--- src/rtl/rn_pkg.sv ---
package rn_pkg;
    typedef enum logic [1:0] {
        ENT_AVAIL = 2'd0,
        ENT_WAIT  = 2'd1,
        ENT_READY = 2'd2
    } ent_state_t;
endpackage

--- src/rtl/rn_entry.sv ---
module rn_entry
    import rn_pkg::*;
#(
    parameter int DATA_W = 32,
    parameter int AW     = 3
) (
    input  logic              clk,
    input  logic              rst_n,
    input  logic              alloc_i,
    input  logic [AW-1:0]     alloc_arch_i,
    input  logic              wb_i,
    input  logic [DATA_W-1:0] wb_data_i,
    input  logic              ret_i,
    output ent_state_t        state_o,
    output logic              is_free_o,
    output logic              has_value_o,
    output logic [DATA_W-1:0] data_o,
    output logic [AW-1:0]     arch_o
);
    ent_state_t        state_q, state_d;
    logic [DATA_W-1:0] data_q;
    logic [AW-1:0]     arch_q;

    // next-state: ALLOCATE, COMPLETE, CANCEL, RETIRE
    always_comb begin
        state_d = state_q;
        unique case (state_q)
            ENT_AVAIL: if (alloc_i) state_d = ENT_WAIT;
            ENT_WAIT: begin
                if (ret_i)     state_d = ENT_AVAIL;
                else if (wb_i) state_d = ENT_READY;
            end
            ENT_READY: if (ret_i) state_d = ENT_AVAIL;
            default:   state_d = ENT_AVAIL;
        endcase
    end

    always_ff @(posedge clk) begin
        if (!rst_n) state_q <= ENT_AVAIL;
        else        state_q <= state_d;
    end

    always_ff @(posedge clk) begin
        if (!rst_n) begin
            data_q <= '0;
            arch_q <= '0;
        end else begin
            if (state_q == ENT_WAIT && wb_i && !ret_i) data_q <= wb_data_i;
            if (state_q == ENT_AVAIL && alloc_i)       arch_q <= alloc_arch_i;
        end
    end

    always_comb begin
        is_free_o   = 1'b0;
        has_value_o = 1'b0;
        unique case (state_q)
            ENT_AVAIL: is_free_o   = 1'b1;
            ENT_WAIT:  has_value_o = 1'b0;
            ENT_READY: has_value_o = 1'b1;
            default:   is_free_o   = 1'b0;
        endcase
    end

    assign state_o = state_q;
    assign data_o  = data_q;
    assign arch_o  = arch_q;

    p_alloc_from_avail_r2: assert property (@(posedge clk) disable iff (!rst_n)
        alloc_i |-> state_q == ENT_AVAIL);
    p_ready_via_wb_r5: assert property (@(posedge clk) disable iff (!rst_n)
        (state_q == ENT_READY && $past(state_q) != ENT_READY)
            |-> ($past(state_q) == ENT_WAIT && $past(wb_i)));
    p_retire_frees_r7: assert property (@(posedge clk) disable iff (!rst_n)
        (ret_i && state_q != ENT_AVAIL) |=> state_q == ENT_AVAIL);
    p_idle_avail_r9: assert property (@(posedge clk) disable iff (!rst_n)
        (state_q == ENT_AVAIL && !alloc_i) |=> state_q == ENT_AVAIL);
endmodule

--- src/rtl/rn_alloc.sv ---
module rn_alloc #(
    parameter int NUM_REN = 8,
    parameter int TW      = $clog2(NUM_REN)
) (
    input  logic [NUM_REN-1:0] free_i,
    output logic               found_o,
    output logic [TW-1:0]      idx_o
);
    always_comb begin
        found_o = 1'b0;
        idx_o   = '0;
        for (int i = NUM_REN - 1; i >= 0; i--) begin
            if (free_i[i]) begin
                found_o = 1'b1;
                idx_o   = TW'(i);
            end
        end
    end

    always_comb begin
        if (found_o) p_pick_free_r2: assert (free_i[idx_o]);
    end
endmodule

--- src/rtl/rn_map_table.sv ---
module rn_map_table #(
    parameter int NUM_ARCH = 8,
    parameter int NUM_REN  = 8,
    parameter int NUM_LK   = 4,
    parameter int AW       = $clog2(NUM_ARCH),
    parameter int TW       = $clog2(NUM_REN)
) (
    input  logic                        clk,
    input  logic                        rst_n,
    input  logic                        iss_fire_i,
    input  logic [AW-1:0]               iss_dst_i,
    input  logic [TW-1:0]               iss_tag_i,
    input  logic                        clr_en_i,
    input  logic [AW-1:0]               clr_arch_i,
    input  logic [TW-1:0]               clr_tag_i,
    input  logic [NUM_LK-1:0][AW-1:0]   lk_addr_i,
    output logic [NUM_LK-1:0]           lk_hit_o,
    output logic [NUM_LK-1:0][TW-1:0]   lk_tag_o
);
    logic [NUM_ARCH-1:0]          map_v;
    logic [NUM_ARCH-1:0][TW-1:0]  map_t;
    logic                         clr_match;

    assign clr_match = clr_en_i && map_v[clr_arch_i] && (map_t[clr_arch_i] == clr_tag_i);

    always_ff @(posedge clk) begin
        if (!rst_n) begin
            map_v <= '0;
            map_t <= '0;
        end else begin
            if (clr_match) map_v[clr_arch_i] <= 1'b0;
            if (iss_fire_i) begin
                map_v[iss_dst_i] <= 1'b1;
                map_t[iss_dst_i] <= iss_tag_i;
            end
        end
    end

    for (genvar g = 0; g < NUM_LK; g++) begin : g_lk
        assign lk_hit_o[g] = map_v[lk_addr_i[g]];
        assign lk_tag_o[g] = map_t[lk_addr_i[g]];
    end

    p_issue_maps_r4: assert property (@(posedge clk) disable iff (!rst_n)
        iss_fire_i |=> (map_v[$past(iss_dst_i)] && map_t[$past(iss_dst_i)] == $past(iss_tag_i)));
    p_keep_remapped_r8: assert property (@(posedge clk) disable iff (!rst_n)
        (clr_en_i && !clr_match && !(iss_fire_i && iss_dst_i == clr_arch_i))
            |=> map_v[$past(clr_arch_i)] == $past(map_v[clr_arch_i]));
    p_issue_wins_r10: assert property (@(posedge clk) disable iff (!rst_n)
        (clr_match && iss_fire_i && iss_dst_i == clr_arch_i) |=> map_v[$past(clr_arch_i)]);
endmodule

--- src/rtl/rn_arch_file.sv ---
module rn_arch_file #(
    parameter int NUM_ARCH = 8,
    parameter int DATA_W   = 32,
    parameter int AW       = $clog2(NUM_ARCH)
) (
    input  logic                             clk,
    input  logic                             rst_n,
    input  logic                             we_i,
    input  logic [AW-1:0]                    waddr_i,
    input  logic [DATA_W-1:0]                wdata_i,
    output logic [NUM_ARCH-1:0][DATA_W-1:0]  regs_o
);
    always_ff @(posedge clk) begin
        if (!rst_n)    regs_o <= '0;
        else if (we_i) regs_o[waddr_i] <= wdata_i;
    end
endmodule

--- src/rtl/rename_unit.sv ---
module rename_unit
    import rn_pkg::*;
#(
    parameter int NUM_ARCH = 8,
    parameter int NUM_REN  = 8,
    parameter int DATA_W   = 32,
    parameter int NUM_RD   = 2,
    parameter int AW       = $clog2(NUM_ARCH),
    parameter int TW       = $clog2(NUM_REN)
) (
    input  logic                            clk,
    input  logic                            rst_n,
    input  logic                            iss_valid,
    input  logic [AW-1:0]                   iss_dst,
    input  logic [AW-1:0]                   iss_src1,
    input  logic [AW-1:0]                   iss_src2,
    output logic                            iss_ready,
    output logic [TW-1:0]                   iss_dst_tag,
    output logic                            iss_src1_hit,
    output logic [TW-1:0]                   iss_src1_tag,
    output logic                            iss_src2_hit,
    output logic [TW-1:0]                   iss_src2_tag,
    input  logic                            wb_valid,
    input  logic [TW-1:0]                   wb_tag,
    input  logic [DATA_W-1:0]               wb_data,
    input  logic                            ret_valid,
    input  logic [TW-1:0]                   ret_tag,
    input  logic [NUM_RD-1:0][AW-1:0]       rd_addr,
    output logic [NUM_RD-1:0]               rd_hit,
    output logic [NUM_RD-1:0]               rd_ready,
    output logic [NUM_RD-1:0][DATA_W-1:0]   rd_data
);
    localparam int NUM_LK = 2 + NUM_RD;

    ent_state_t                      ent_state [NUM_REN];
    logic [NUM_REN-1:0]              ent_free;
    logic [NUM_REN-1:0]              ent_val;
    logic [DATA_W-1:0]               ent_data [NUM_REN];
    logic [AW-1:0]                   ent_arch [NUM_REN];
    logic                            iss_fire;
    logic [TW-1:0]                   alloc_idx;
    logic                            alloc_ok;
    ent_state_t                      ret_state;
    logic [AW-1:0]                   ret_arch;
    logic [DATA_W-1:0]               ret_data;
    logic                            arch_we;
    logic                            clr_en;
    logic [NUM_LK-1:0][AW-1:0]       lk_addr;
    logic [NUM_LK-1:0]               lk_hit;
    logic [NUM_LK-1:0][TW-1:0]       lk_tag;
    logic [NUM_ARCH-1:0][DATA_W-1:0] arch_regs;

    rn_alloc #(.NUM_REN(NUM_REN), .TW(TW)) u_alloc (
        .free_i (ent_free),
        .found_o(alloc_ok),
        .idx_o  (alloc_idx)
    );

    assign iss_ready   = alloc_ok;
    assign iss_dst_tag = alloc_idx;
    assign iss_fire    = iss_valid && alloc_ok;

    for (genvar i = 0; i < NUM_REN; i++) begin : g_ent
        rn_entry #(.DATA_W(DATA_W), .AW(AW)) u_ent (
            .clk         (clk),
            .rst_n       (rst_n),
            .alloc_i     (iss_fire && alloc_idx == TW'(i)),
            .alloc_arch_i(iss_dst),
            .wb_i        (wb_valid && wb_tag == TW'(i)),
            .wb_data_i   (wb_data),
            .ret_i       (ret_valid && ret_tag == TW'(i)),
            .state_o     (ent_state[i]),
            .is_free_o   (ent_free[i]),
            .has_value_o (ent_val[i]),
            .data_o      (ent_data[i]),
            .arch_o      (ent_arch[i])
        );
    end

    assign ret_state = ent_state[ret_tag];
    assign ret_arch  = ent_arch[ret_tag];
    assign ret_data  = ent_data[ret_tag];
    assign arch_we   = ret_valid && ret_state == ENT_READY;
    assign clr_en    = ret_valid && ret_state != ENT_AVAIL;

    rn_arch_file #(.NUM_ARCH(NUM_ARCH), .DATA_W(DATA_W), .AW(AW)) u_arch (
        .clk    (clk),
        .rst_n  (rst_n),
        .we_i   (arch_we),
        .waddr_i(ret_arch),
        .wdata_i(ret_data),
        .regs_o (arch_regs)
    );

    always_comb begin
        lk_addr[0] = iss_src1;
        lk_addr[1] = iss_src2;
        for (int p = 0; p < NUM_RD; p++) lk_addr[2 + p] = rd_addr[p];
    end

    rn_map_table #(.NUM_ARCH(NUM_ARCH), .NUM_REN(NUM_REN), .NUM_LK(NUM_LK),
                   .AW(AW), .TW(TW)) u_map (
        .clk       (clk),
        .rst_n     (rst_n),
        .iss_fire_i(iss_fire),
        .iss_dst_i (iss_dst),
        .iss_tag_i (alloc_idx),
        .clr_en_i  (clr_en),
        .clr_arch_i(ret_arch),
        .clr_tag_i (ret_tag),
        .lk_addr_i (lk_addr),
        .lk_hit_o  (lk_hit),
        .lk_tag_o  (lk_tag)
    );

    assign iss_src1_hit = lk_hit[0];
    assign iss_src1_tag = lk_tag[0];
    assign iss_src2_hit = lk_hit[1];
    assign iss_src2_tag = lk_tag[1];

    for (genvar p = 0; p < NUM_RD; p++) begin : g_rd
        assign rd_hit[p]   = lk_hit[2 + p];
        assign rd_ready[p] = !lk_hit[2 + p] || ent_val[lk_tag[2 + p]];
        assign rd_data[p]  = lk_hit[2 + p] ? ent_data[lk_tag[2 + p]] : arch_regs[rd_addr[p]];
    end

    p_arch_copy_r7: assert property (@(posedge clk) disable iff (!rst_n)
        arch_we |=> arch_regs[$past(ret_arch)] == $past(ret_data));
    p_stall_no_alloc_r3: assert property (@(posedge clk) disable iff (!rst_n)
        (iss_valid && !iss_ready && !ret_valid) |=> !iss_ready);
    p_cancel_no_write_r9: assert property (@(posedge clk) disable iff (!rst_n)
        (ret_valid && ret_state == ENT_WAIT) |=> $stable(arch_regs));
endmodule

--- config.mk ---
export PLATFORM = sky130hd
export DESIGN_NAME = rename_unit
export DESIGN_NICKNAME = d
export VERILOG_FILES = /design/src/rtl/rn_pkg.sv /design/src/rtl/rn_entry.sv /design/src/rtl/rn_alloc.sv /design/src/rtl/rn_map_table.sv /design/src/rtl/rn_arch_file.sv /design/src/rtl/rename_unit.sv
export SDC_FILE = /design/constraint.sdc
export NUM_CORES = 2
export LEC_CHECK = 0
export BUFFER_PORTS_ARGS = -buffer_cell sky130_fd_sc_hd__buf_4
export CAP_MARGIN = 20
export CORE_MARGIN = 2
export CORE_UTILIZATION = 50
export DETAILED_ROUTE_END_ITERATION = 12
export HOLD_SLACK_MARGIN = 0.1
export PLACE_DENSITY = 0.67
export SLEW_MARGIN = 20
export SYNTH_ARGS = -nofsm -noshare
export SYNTH_HDL_FRONTEND = slang
export SYNTH_HIERARCHICAL = 1
export SYNTH_SLANG_ARGS = --single-unit
--- constraint.sdc ---
create_clock -name clk -period 7.17 [get_ports clk]
set_input_delay 1.7925 -clock clk [delete_from_list [all_inputs] [get_ports clk]]
set_output_delay 1.7925 -clock clk [all_outputs]
set_load 0.02 [all_outputs]
==> reports/qor.csv <==
metric,value,unit
status,"finished, final reports clean",
worst_hold_startpoint,g_ent[3].u_ent/arch_o[1],
synth-xor-area-share,0.000954,
holdWs,0.453,ns
ff2ff_path_depth,6,
synth_compound_area_frac,0.0338,
p_leak,14.3,nW
ys.flop_type,dfxtp_1,
num_vias,26100,
layout-drive-gt1-share,0.239,
yosysSeqAreaShare,0.343,
dp_slack,0.677,ns
dr.first_iter.drc_count,2931,
htreeDepth,3,
ys_ff_latch,584,
slew_violations,0,
relSlewSlack,0.227,
reg2reg_from,g_ent[4].u_ent/state_o[0],
p_sw,0.00186,W
via_per_inst,6.42,
holdPathStages,2,
synth_top_family_by_area,multiplexers,
dr.pass1.iters,6,
synthTopCellsByCount,"nand2_1, dfxtp_1, mux2i_1",
synth_edf_count,0,
die_w,265,µm
die_h,265,µm
critPathLaunchType,input port,
io-pin-count,138,
cts.sinks,584,
clk_pin_slew,0.05,ns
crit_arrival,4.70,ns
wirelength,101000,µm
total_power,0.00739,W
async_flop_share,0,
fp.coreArea,0.0674,mm²
clockPowerShare,0.470,
critPathCaptureType,output port,
whs_endpoint,g_ent[3].u_ent/arch_o[1],
worstSetupPathType,input port to output port,
antenna_found_initial,6,
yosys.area_share.simple,0.136,
p_seq_frac,0.442,
switching_share,0.251,
synthDistinctLibCells,61,
final_antenna_net_count,0,
post_cts_resized,0,
clockBufferDepth,3,
rsz0062_at_grt,no,
maxCapViolCount,0,
synth_area_leaders,"dfxtp_1, mux4_2, mux2i_1",
yosys_warnings,6,
worstReg2RegEnd,u_arch/regs_o[172],
synth_area,0.0341,mm²
synth_top_area_frac,0.343,
r2r_setup_slack,3.44,ns
max_freq,0.154,GHz
setup_viol,0,
synth.area.mux_share,0.431,
clk_latency,0.61,ns
p_int,0.00553,W
syn_nets,3216,
holdBufCountCts,0,
post_cts_buffers,0,
synth_fa_ha_area_frac,0,
cts_buffers,67,
worst_slack,0.681,ns
grt_max_degree,212,
final_cell_area,0.0371,mm²
hpwl,63900,µm
hold_class,register to register,
avgSynthCellArea,10.8,µm²
gp_congestion,0.891,
design.die.area,0.0703,mm²
ir_worst_vdd,154,µV
finalSetupTns,0,ns
area_delta_synth_final,8.93,%
grt_pass1_wl,154000,µm
placedInstanceArea,0.0349,mm²
powerDensity,199,mW/mm²
grt_pass1_vias,26100,
fin_worst_skew,0.0264,ns
port_buffers,137,
cts-root-buf,clkbuf_16,
post_drt_wl_per_cell,24.9,µm
yosysMostFrequentCell,nand2_1,
syn_inst,3158,
initial_utilization,0.506,
hold_viol_final,0,
tightest_slew,1.16,ns
critPathMaxFanout,34,
finalCritPeriodShare,0.905,
tritoncts,done,
grt_usage,0.283,
placement_rows,95,
pwr-share-comb,0.088,
fin_crit,6.49,ns
crit_required,5.38,ns
nets,3187,
synth_top_area_cell,dfxtp_1,
grt.overflow.total,0,
drc,0,
[state kept, by name, indices dropped and copies added, names as in the netlist]
register,flops
u_map/map_t,24
g_ent.u_ent/state_o,16
g_ent.u_ent/arch_o,24
g_ent.u_ent/data_o,256
u_arch/regs_o,256
u_map/map_v,8
[cell type report]
cell class                      count  area, µm²
Timing Repair Buffer              187       1470
Clock buffer                       97       2000
Clock inverter                     24        238
Fill cell                        5562      30200
Tap cell                          873       1090
Inverter                           14       52.6
Antenna cell                        5       12.5
Sequential cell                   584      11700
Multi-Input combinational cell   2275      20600
[routing by layer]
| metal | routed length [µm] | up-vias | GRT usage |
|---|---|---|---|
| li1 | - | 11500 | - |
| met1 | 40600 | 13100 | 0.371 |
| met2 | 47300 | 1260 | 0.454 |
| met3 | 8680 | 286 | 0.0561 |
| met4 | 4470 | 4 | 0.130 |
| met5 | 32 | - | 0 |
[stage by stage]
stage               utilization  cells
floorplan                     -   3158
global placement          0.517   3932
detailed placement        0.517   3932
CTS                       0.551   4053
global route              0.551   4058
finish                    0.551   4059
[power by group through the flow]
stage / sequential, W / clock (W) / combinational (W)
floorplan: 0.00333 / 0 / 0.000415
global placement: 0.00333 / 0 / 0.000625
detailed placement: 0.00334 / 0 / 0.000638
CTS: 0.00326 / 0.00352 / 0.000638
global route: 0.00326 / 0.00365 / 0.000685
finish: 0.00326 / 0.00348 / 0.000648
[layout by cell type (no fill, tap or decap), types with 16 or more instances in the layout]
master	netlist	layout
clkbuf_16	0	69
clkbuf_8	0	17
nand2_1	866	866
buf_4	25	181
mux2i_1	573	573
mux4_2	367	367
mux2_2	33	29
dfxtp_1	584	584
nand2b_1	35	34
a21oi_1	16	16
o22ai_1	128	128
nor2_1	117	117
mux2_4	21	25
[critical path, cell delays in order]
cell	delay (ns)
buf_4	0.14
buf_4	0.51
mux4_2	0.32
mux2_2	0.79
mux4_2	0.35
mux2i_1	0.07
a21oi_1	0.47
buf_4	0.24
[logic make-up after synthesis]
family,Yosys count
simple gates,1105
mux,995
flops,584
buf+inv,299
compound gates,173
xor+xnor,2
[worst max path at each step]
stage | from | endpoint | depth (start not counted)
after floorplan | rd_addr[0] | rd_data[11] | 9
after global placement | rd_addr[0] | rd_data[25] | 8
after detailed placement | rd_addr[0] | rd_data[25] | 8
after CTS | rd_addr[0] | rd_data[25] | 8
after global routing | rd_addr[0] | rd_data[25] | 8
final | rd_addr[4] | rd_data[52] | 8
(Power assumes the default switching activity.)
